==> config.mk <==
export PLATFORM = sky130hd
export DESIGN_NAME = mcs_sequencer
export DESIGN_NICKNAME = d
export VERILOG_FILES = /design/src/rtl/mcs_pkg.sv /design/src/rtl/mcs_word_ram.sv /design/src/rtl/mcs_wait_sync.sv /design/src/rtl/mcs_phase_ctl.sv /design/src/rtl/mcs_sequencer.sv
export SDC_FILE = /design/constraint.sdc
export NUM_CORES = 1
export LEC_CHECK = 0
export ABC_CLOCK_PERIOD_IN_PS = 5420
export CORE_MARGIN = 2
export CORE_UTILIZATION = 45
export CTS_CLUSTER_DIAMETER = 50
export CTS_CLUSTER_SIZE = 28
export DETAILED_ROUTE_END_ITERATION = 8
export PLACE_DENSITY = 0.66
export SLEW_MARGIN = 20
export SYNTH_ARGS = -nofsm -noshare
export SYNTH_HDL_FRONTEND = slang
export SYNTH_HIERARCHICAL = 1
export SYNTH_SLANG_ARGS = --single-unit
==> constraint.sdc <==
create_clock -name clk -period 5.42 [get_ports clk]
set_input_delay 0.813 -clock clk [delete_from_list [all_inputs] [get_ports clk]]
set_output_delay 0.813 -clock clk [all_outputs]
set_load 0.02 [all_outputs]
==> src/rtl/mcs_pkg.sv <==
package mcs_pkg;
    localparam int LINES  = 4;
    localparam int WORD_W = 2 * LINES + 2;

    typedef enum logic [1:0] {
        PH_T1 = 2'd0,
        PH_T2 = 2'd1,
        PH_T3 = 2'd2,
        PH_T4 = 2'd3
    } phase_t;

    typedef struct packed {
        logic             last;
        logic             rd;
        logic [LINES-1:0] late;
        logic [LINES-1:0] early;
    } ctl_word_t;

    function automatic phase_t phase_next(phase_t p);
        case (p)
            PH_T1:   return PH_T2;
            PH_T2:   return PH_T3;
            PH_T3:   return PH_T4;
            default: return PH_T1;
        endcase
    endfunction

    function automatic logic in_first_half(phase_t p);
        return (p == PH_T1) || (p == PH_T2);
    endfunction
endpackage

==> src/rtl/mcs_word_ram.sv <==
module mcs_word_ram
    import mcs_pkg::*;
#(
    parameter int DEPTH = 64,
    parameter int AW    = $clog2(DEPTH)
) (
    input  logic      clk,
    input  logic      we,
    input  logic [AW-1:0] waddr,
    input  ctl_word_t wdata,
    input  logic [AW-1:0] raddr,
    output ctl_word_t rdata
);
    ctl_word_t mem [DEPTH];

    always_ff @(posedge clk) begin
        if (we) mem[waddr] <= wdata;
    end

    assign rdata = mem[raddr];
endmodule

==> src/rtl/mcs_wait_sync.sv <==
module mcs_wait_sync #(
    parameter int STAGES = 2
) (
    input  logic clk,
    input  logic rst,
    input  logic din,
    output logic dout
);
    logic [STAGES-1:0] chain;

    always_ff @(posedge clk) begin
        if (rst) chain <= '0;
        else     chain <= {chain[STAGES-2:0], din};
    end

    assign dout = chain[STAGES-1];
endmodule

==> src/rtl/mcs_phase_ctl.sv <==
module mcs_phase_ctl
    import mcs_pkg::*;
#(
    parameter int AW = 6
) (
    input  logic          clk,
    input  logic          rst,
    input  logic          start,
    input  logic [AW-1:0] start_addr,
    input  logic          freeze,
    input  logic          word_last,
    output logic          busy,
    output phase_t        phase,
    output logic [AW-1:0] addr,
    output logic          done
);
    always_ff @(posedge clk) begin
        if (rst) begin
            busy  <= 1'b0;
            phase <= PH_T1;
            addr  <= '0;
            done  <= 1'b0;
        end else begin
            done <= 1'b0;
            if (!busy) begin
                if (start) begin
                    busy  <= 1'b1;
                    addr  <= start_addr;
                    phase <= PH_T1;
                end
            end else if (!freeze) begin
                phase <= phase_next(phase);
                if (phase == PH_T4) begin
                    if (word_last) begin
                        busy <= 1'b0;
                        done <= 1'b1;
                    end else begin
                        addr <= addr + 1'b1;
                    end
                end
            end
        end
    end
endmodule

==> src/rtl/mcs_sequencer.sv <==
module mcs_sequencer
    import mcs_pkg::*;
#(
    parameter int DEPTH       = 64,
    parameter int AW          = $clog2(DEPTH),
    parameter int SYNC_STAGES = 2
) (
    input  logic              clk,
    input  logic              rst,
    input  logic              host_we,
    input  logic [AW-1:0]     host_addr,
    input  logic [WORD_W-1:0] host_wdata,
    input  logic              start,
    input  logic [AW-1:0]     start_addr,
    input  logic              wait_mode,
    input  logic              wait_in,
    input  logic [LINES-1:0]  idle_level,
    output logic [LINES-1:0]  gp_out,
    output logic              sample_pulse,
    output logic              done,
    output logic              busy
);
    localparam int TOP = LINES - 1;

    ctl_word_t     word;
    phase_t        phase;
    logic [AW-1:0] addr;
    logic          wait_s;
    logic          freeze;
    phase_t        sample_phase;

    mcs_word_ram #(.DEPTH(DEPTH), .AW(AW)) u_ram (
        .clk   (clk),
        .we    (host_we && !busy),
        .waddr (host_addr),
        .wdata (ctl_word_t'(host_wdata)),
        .raddr (addr),
        .rdata (word)
    );

    mcs_wait_sync #(.STAGES(SYNC_STAGES)) u_sync (
        .clk  (clk),
        .rst  (rst),
        .din  (wait_in),
        .dout (wait_s)
    );

    // Line 3's late bit doubles as the wait enable in wait mode.
    assign freeze = busy && wait_mode && word.late[TOP] && wait_s;

    mcs_phase_ctl #(.AW(AW)) u_ctl (
        .clk        (clk),
        .rst        (rst),
        .start      (start),
        .start_addr (start_addr),
        .freeze     (freeze),
        .word_last  (word.last),
        .busy       (busy),
        .phase      (phase),
        .addr       (addr),
        .done       (done)
    );

    always_comb begin
        if (!busy) begin
            gp_out = idle_level;
        end else begin
            gp_out = in_first_half(phase) ? word.early : word.late;
            if (wait_mode) gp_out[TOP] = idle_level[TOP];
        end
    end

    // Line 3's early bit doubles as the sample-phase select in wait mode.
    assign sample_phase = (wait_mode && !word.early[TOP]) ? PH_T1 : PH_T3;
    assign sample_pulse = busy && word.rd && !freeze && (phase == sample_phase);
endmodule

Word level (Yosys, flattened, before mapping)
Memories as Yosys holds them, arrays and structs flattened. A register that Yosys moved wholly into a read port is not among the register bits.
Cells that the tools add are included.
{"block": "op_classes", "add_sub_neg": 1, "eq_ne": 7, "reduce_logical": 17, "muxes": 23, "bitwise": 2}
{"cell": "$mux 6", "n": 7}
{"cell": "$mux 1", "n": 9}
{"cell": "$logic_and 1x1->1", "n": 8}
{"cell": "$mux 2", "n": 4}
{"cell": "$mux 4", "n": 2}
{"cell": "$add 6x1->6 const B", "n": 1}
{"cell": "$ne 2x2->1 const B", "n": 3}
{"cell": "$pmux 2 s3", "n": 1}
{"cell": "$eq 2x2->1 const B", "n": 2}
{"cell": "$reduce_and 4->1", "n": 1}
{"cell": "$reduce_or 4->1", "n": 1}
{"cell": "$logic_not 1->1", "n": 3}
{"cell": "$eq 2x1->1 const B", "n": 1}
{"cell": "$eq 2x2->1", "n": 1}
{"cell": "$logic_not 2->1", "n": 1}
{"cell": "$not 1->1", "n": 2}
{"cell": "$reduce_and 2->1", "n": 1}
{"cell": "$reduce_bool 2->1", "n": 1}
{"cell": "$logic_or 1x1->1", "n": 1}
{"block": "totals", "output_inout_bits": 7, "memories": 1, "input_bits": 32, "word_cells": 56, "reg_bits": 12, "ram_bits": 640}
{"memory": "u_ram.mem", "words": 64, "word_bits": 10, "rd": 1, "rd_ports_with_merged_regs": 1, "wr": 1, "line_no": "mcs_word_ram.sv:14", "text": "ctl_word_t mem [DEPTH];"}

Logic depth before layout (Yosys ltp)
Gate-level depths: netlist (run 1).
{"block": "depth", "ltp_word": 7, "ltp_mapped": 13, "ltp_nobuf": 9}

Modules after synthesis
The synthesis (run 1) kept the hierarchy.
{"module": "mcs_word_ram", "seq_area_each_um2": 19218.4, "cells_per_inst": 1108, "n_inst": 1, "area_each_um2": 24901.4}
{"module": "mcs_phase_ctl", "seq_area_each_um2": 200.2, "cells_per_inst": 69, "n_inst": 1, "area_each_um2": 591.8}
{"module": "mcs_sequencer", "seq_area_each_um2": 0.0, "cells_per_inst": 21, "n_inst": 1, "area_each_um2": 148.9}
{"module": "mcs_wait_sync", "seq_area_each_um2": 40.0, "cells_per_inst": 4, "n_inst": 1, "area_each_um2": 52.6}

Worst setup path after synthesis (run 1)
Ideal clock, no wire load.
{"block": "synth_timing", "kind": "reg2out", "startpoint": "reg, netlist name u_ctl/addr[0]", "endpoint": "out sample_pulse", "arrival_time_ns": 2.786, "n_path_buf": 2, "path_stages_with_launch": 10, "setup_slack_ns": 1.821, "required_time_ns": 4.607, "cell_sequence": "dfxtp_1 -> buf_6 -> buf_8 -> mux4_2 -> mux2_2 -> a2111oi_4 -> a221oi_2 -> a22o_1 -> and4_4 -> nor4_2"}
{"item": "to (decl)", "line_no": "mcs_sequencer.sv:19", "text": "output logic sample_pulse,"}

==> impl_metrics.ini, run 1 <==
[setup_path]
arrival_ns = 4.37
path_cells = mux4_2 -> mux2_4 -> a2111oi_2 -> a221oi_1 -> a22o_1 -> mux2i_1 -> a21oi_1 -> clkdlybuf4s50_1
critPathTopFamily = compound AO/OA/AOI/OAI gates
critPathMaxFanout = 48
crit_slowest_cell = dfxtp_4
crit_buf_inv = 1
cp_data_required_time_ns = 4.61
cp-start-kind = register
end_kind = primary output
crit_type = reg2out
max_stage_delay_ns = 0.88

[synthesis]
synth_area_per_cell_um2 = 21.38
ys_async_sr_fraction_pct = 0
synth_edf_count = 640
syn_area_um2 = 25690
ys_types = 55
synth_top_area_share_pct = 74.80
yosys-top-cells-area = edfxtp_1 (75%), mux4_2 (14%), mux2i_1 (2.2%)
synthesis.nets = 1238
synth-seq-cells = 652
ys_warn_count = 6
syn_inst = 1202
synth_top_area_cell = edfxtp_1
synth-main-ff-cell = edfxtp_1
ys_seq_area_share_pct = 75.73

[global_route]
gr-total-overflow = 0
grt_pass1_wl_mm = 82.70
antenna_found_initial = 3
grt_pass1_vias = 12170
track_usage_pct = 19.15
grt_max_degree = 74

[route]
drc = 0
drt_iter0_drc = 1369
postRouteAntennaNets = 0
vias = 12350
drt_first_pass_iters = 5
wire_per_inst_um = 27.40
via_per_inst = 6.015
totalWireLength_mm = 56.25

[run]
maxCapViolations = 0

[timing]
postLayoutSetupSlackWorst_ns = 0.2333
setup_viol = 0
report.final.slew_viol_count = 0
grt_setup_unrepaired = false
finalSetupTns_ns = 0
hold_viol_final = 0
finalClockSkew_ns = 0.02591
slew-limit-headroom_pct = 25.51
clock.fmax_mhz = 192.8
fin_crit_ns = 5.187
period_share_pct = 95.70
tightest_slew_ns = 1.113

[final_layout]
layout-drive-gt1-share_pct = 26.75
regArea_um2 = 19470
final_util_pct = 50.99
layout_commonest_cell = edfxtp_1
most-common-layout-cells = edfxtp_1 (640), mux4_2 (160), mux2i_1 (57)
antenna_cells = 0
nets = 1294
area_growth_pct = 11.89
stdcell_count = 2053
n_fill_cell = 4487
multi_input_area_um2 = 5932

[floorplan]
io_pins = 39
die_h_um = 243.0
rows = 87
dieArea_um2 = 59030
core_area_um2 = 56390
initial_core_util_pct = 45.57
die_w_um = 243.0

[placement]
dp_slack_ns = 0.6842
gp_congestion = 0.8004
io_buffers = 38
placed_cells = 1962
hpwlAfterDp_mm = 33.10

[cts]
cts_buffer_depth = 3
htree_levels = 2
root_buffer = clkbuf_16
clock_latency_ns = 0.61
cts-resized-gates = 0
cts-buffers-inserted = 49
cts_tree = built
clk_pin_slew_ns = 0.07
clock-sinks = 652

[power]
max-vdd-ir-drop_mv = 0.2131
power_uw = 10060
p_leak_uw = 0.008533
powerDensity_nw_per_um2 = 349.8

[status]
status = completed

[hold_path]
hold_class = reg2reg
-- per-layer routing --
metal	up-vias	wire [µm]	share of wire, %	track usage (%)
met5	-	27	0.048	0
met4	4	1234	2.2	5.106
met3	89	4690	8.3	4.412
met2	526	26470	47	29.36
met1	6580	23830	42	27.88
li1	5149	-	-	-
-- synthesized netlist by cell type (2+ instances only) --
library cell and n:
ha_1 4, a2bb2oi_1 2, a221oi_1 5, nand4_1 2
buf_2 18, and2_1 5, mux4_2 160, buf_1 3
a211oi_1 10, o221ai_1 2, mux2_4 5, buf_6 3
nor2_1 77, a2111oi_2 5, nand2_1 15, a22oi_1 11
clkbuf_1 26, nand2b_1 10, nor3_1 3, edfxtp_1 640
mux2_2 7, o32ai_1 2, o22ai_1 15, a22o_1 6
a21oi_1 7, buf_4 15, dfxtp_1 12, nand3b_1 4
inv_1 5, or3_1 3, o21ai_1 7, o31ai_1 3
mux2i_1 57, nand3_1 12, o211ai_1 3, o21ai_0 2
nor2b_1 18
-- stage by stage --
stage	hold slack [ns]	cell area [µm²]
finish	0.4848	28750
global route	0.4998	28750
CTS	0.4874	28670
detailed placement	0.4719	26940
global placement	0.4804	26910
floorplan	0.4138	25690
-- report_power, final --
part | total [µW] | switching (µW) | internal [µW]
sequential | 5590 | 47.6 | 5550
combinational | 613 | 352 | 261
clock | 3850 | 1950 | 1900
total | 10100 | 2350 | 7700
-- final cells by class --
cell class              instances  share of cell area, %
clock buffers                  53                  4.465
clock inverters                37                  1.541
inverters                       5                0.06528
multi-input cells             479                  20.63
flip-flops and latches        652                  67.73
well taps                     756                  3.290
repair buffers                 71                  2.280
-- flip-flops by register name, indices dropped and copies added (netlist names) --
| register | cells |
|---|---|
| u_ctl/addr | 6 |
| u_ctl/busy | 1 |
| u_ctl/done | 1 |
| u_ctl/phase | 2 |
| u_ram/mem | 640 |
| u_sync/chain | 2 |
-- cell families (layout without fill, tap and decap cells) --
group / after synthesis / after routing / share of synthesized area [%]
fa+ha+maj: 4 / 4 / 0.1948
simple gates: 158 / 158 / 3.048
compound gates: 87 / 87 / 2.673
xor+xnor: 1 / 1 / 0.03409
mux: 229 / 229 / 16.84
flops: 652 / 652 / 75.73
buf+inv: 71 / 166 / 1.475
-- worst register-to-register path, delay by kind of cell, from the launching register on --
family	cells	cell delay (ns)
buffers and inverters	1	0.41
AOI/OAI and AO/OA	4	1.64
muxes	2	0.62
and+or+nand+nor	2	0.76
DFF	1	0.88
-- path summary, 6_finish.rpt --
kind / start / end / slack, ns / cells after the start
worst max-delay path: u_ctl/addr[1] / gp_out[0] / 0.23 / 8
worst min register to register: u_sync/chain[0] / u_sync/chain[1] / 0.48 / 1
worst min-delay path: u_sync/chain[0] / u_sync/chain[1] / 0.48 / 1
worst max register to register: u_ctl/addr[1] / u_ctl/addr[0] / 0.98 / 9
-- timing repair --
item / 4_1_cts / 5_1_grt
endpoints found under the setup margin: 0 / 4
setup buffers: 0 / 1
hold buffers: 0 / 0
No activity file was read; power rests on OpenSTA's default activity.
==> run 2, diff against run 1 <==
--- a/config.mk
+++ b/config.mk
@@ -12,7 +12,6 @@
 export CTS_CLUSTER_SIZE = 28
 export DETAILED_ROUTE_END_ITERATION = 8
 export PLACE_DENSITY = 0.66
-export SLEW_MARGIN = 20
 export SYNTH_ARGS = -nofsm -noshare
 export SYNTH_HDL_FRONTEND = slang
 export SYNTH_HIERARCHICAL = 1
==> run 2 against run 1 <==
Effect of this change:
- count of clock-buffer cells in the layout fell by 2
- design area fell by 0.19%
- non-clock buffer count did not move
- clock power rose by 2%
- via count fell by 1.1%
- combinational power fell by 0.7%
- worst setup slack got worse by 0.057 ns
- global-route usage barely moved
==> impl_metrics.ini, run 2 (synthesis results as in run 1) <==
[global_route]
grt_pass1_vias = 12140
busiest_layer = met2
antenna_found_initial = 2
gr-total-overflow = 0
use_met1_pct = 28.31
grt_use_met3_pct = 3.638
grt_use_met2_pct = 29.26
grt_max_degree = 74
track_usage_pct = 19.15
grt_pass1_wl_mm = 82.74

[timing]
slew-limit-headroom_pct = 7.932
hold_viol_final = 0
report.final.slew_viol_count = 0
finalClockSkew_ns = 0.02580
period_share_pct = 96.75
tightest_slew_ns = 1.376
clock.fmax_mhz = 190.7
setup_viol = 0
fin_crit_ns = 5.244
postLayoutSetupSlackWorst_ns = 0.1761
grt_setup_unrepaired = false
finalSetupTns_ns = 0

[cts]
cts_buffer_depth = 3
clk_pin_slew_ns = 0.08
htree_levels = 2
clock_latency_ns = 0.62
root_buffer = clkbuf_16
cts-buffers-inserted = 49
cts_tree = built
clock-sinks = 652

[setup_path]
reg2regPathDepth = 9
crit_start = u_ctl/addr[1]
r2r-start = u_ctl/addr[1]
r2r_setup_slack_ns = 0.98
cp_data_required_time_ns = 4.61
arrival_ns = 4.43
cp-start-kind = register
r2r-end = u_ctl/addr[0]
crit_end = gp_out[0]
crit_type = reg2out
end_kind = primary output
critPathMaxFanout = 48

[final_layout]
most-common-layout-cells = edfxtp_1 (640), mux4_2 (160), nor2_1 (77)
largest_registers = u_ram/mem x640, u_ctl/addr x6
area_growth_pct = 11.68
largest_reg_flops = 640
final_util_pct = 50.89
regMostFlops = u_ram/mem
n_fill_cell = 4489
layout-drive-gt1-share_pct = 24.79
stdcell_count = 2056
layout_commonest_cell = edfxtp_1
nets = 1294

[hold_path]
hold_class = reg2reg

[power]
max-vdd-ir-drop_mv = 0.2472
p_leak_uw = 0.008555
powerDensity_nw_per_um2 = 353.0

[floorplan]
die_w_um = 243.0
io_pins = 39
rows = 87
initial_core_util_pct = 45.57
die_h_um = 243.0
core_area_um2 = 56390
dieArea_um2 = 59030

[status]
status = completed

[route]
totalWireLength_mm = 56.00
postRouteAntennaNets = 0
via_per_inst = 5.942
vias = 12220
drt_iter0_drc = 1440
drc = 0
drt_first_pass_iters = 7
wire_per_inst_um = 27.24

[placement]
dp_slack_ns = 0.7143
placed_cells = 1962
hpwlAfterDp_mm = 33.06
gp_congestion = 0.8004
io_buffers = 38

[run]
maxCapViolations = 0
==> run 2: cell count changes in the layout (fill, tap and decap cells not counted), moves of 2 or more <==
cell	previous run	this run
nor2_1	47	77
nor2_2	30	0
inv_8	6	13
buf_2	4	10
buf_4	34	28
clkinv_8	8	5
clkbuf_1	2	0
clkinv_4	2	4
==> run 2: routing by layer <==
metal	vias up	part of all wire (%)
li1	5148	-
met1	6476	43
met2	503	47
met3	87	8.1
met4	2	2.5
met5	-	0.023
==> run 2: timing repair <==
item,in CTS,in global routing
gates resized for setup,0,0
hold buffers,0,0
setup endpoints to repair,0,3
setup buffers,0,1
==> run 2: report_power, final <==
part	switching (µW)	total, µW	leakage [µW]	internal (µW)
clock	1980	3930	0.000862	1950
combinational	349	609	0.00184	260
sequential	47.1	5590	0.00586	5550
==> run 2: worst min-delay path by stage <==
| stage | startpoint | endpoint | slack, ns | depth (start not counted) |
|---|---|---|---|---|
| after floorplan | u_sync/chain[0] | u_sync/chain[1] | 0.41 | 1 |
| after global placement | u_sync/chain[0] | u_sync/chain[1] | 0.48 | 1 |
| after detailed placement | u_sync/chain[0] | u_sync/chain[1] | 0.46 | 1 |
| after CTS | u_sync/chain[0] | u_sync/chain[1] | 0.48 | 1 |
| after global routing | u_sync/chain[0] | u_sync/chain[1] | 0.49 | 1 |
| final | u_sync/chain[0] | u_sync/chain[1] | 0.49 | 1 |
==> run 2: cell type report <==
type                    count  area, µm²  share of cell area [%]
flip-flops and latches    652      19470                   67.85
multi-input cells         479       5857                   20.41
clock buffers              51       1276                   4.447
well taps                 756      945.9                   3.296
repair buffers             71      640.6                   2.232
clock inverters            41      484.2                   1.687
inverters                   5      18.77                 0.06540
diodes                      1      2.502                0.008720
==> run 2: worst max-delay path, stage by stage (launching register included) <==
cell,delay [ns]
dfxtp_4,0.86
mux4_2,0.42
mux2_4,0.29
a2111oi_2,0.62
a221oi_1,0.21
a22o_1,0.30
mux2i_1,0.33
a21oi_1,0.12
clkdlybuf4s50_1,0.57
==> run 2: stage by stage <==
step	hold slack (ns)	cell area (µm²)	power, µW
after detailed placement	0.4629	26910	6319
final	0.4884	28700	10130
after floorplan	0.4138	25690	6063
after CTS	0.4791	28670	10190
after global placement	0.4804	26910	6309
after global routing	0.4876	28690	10430
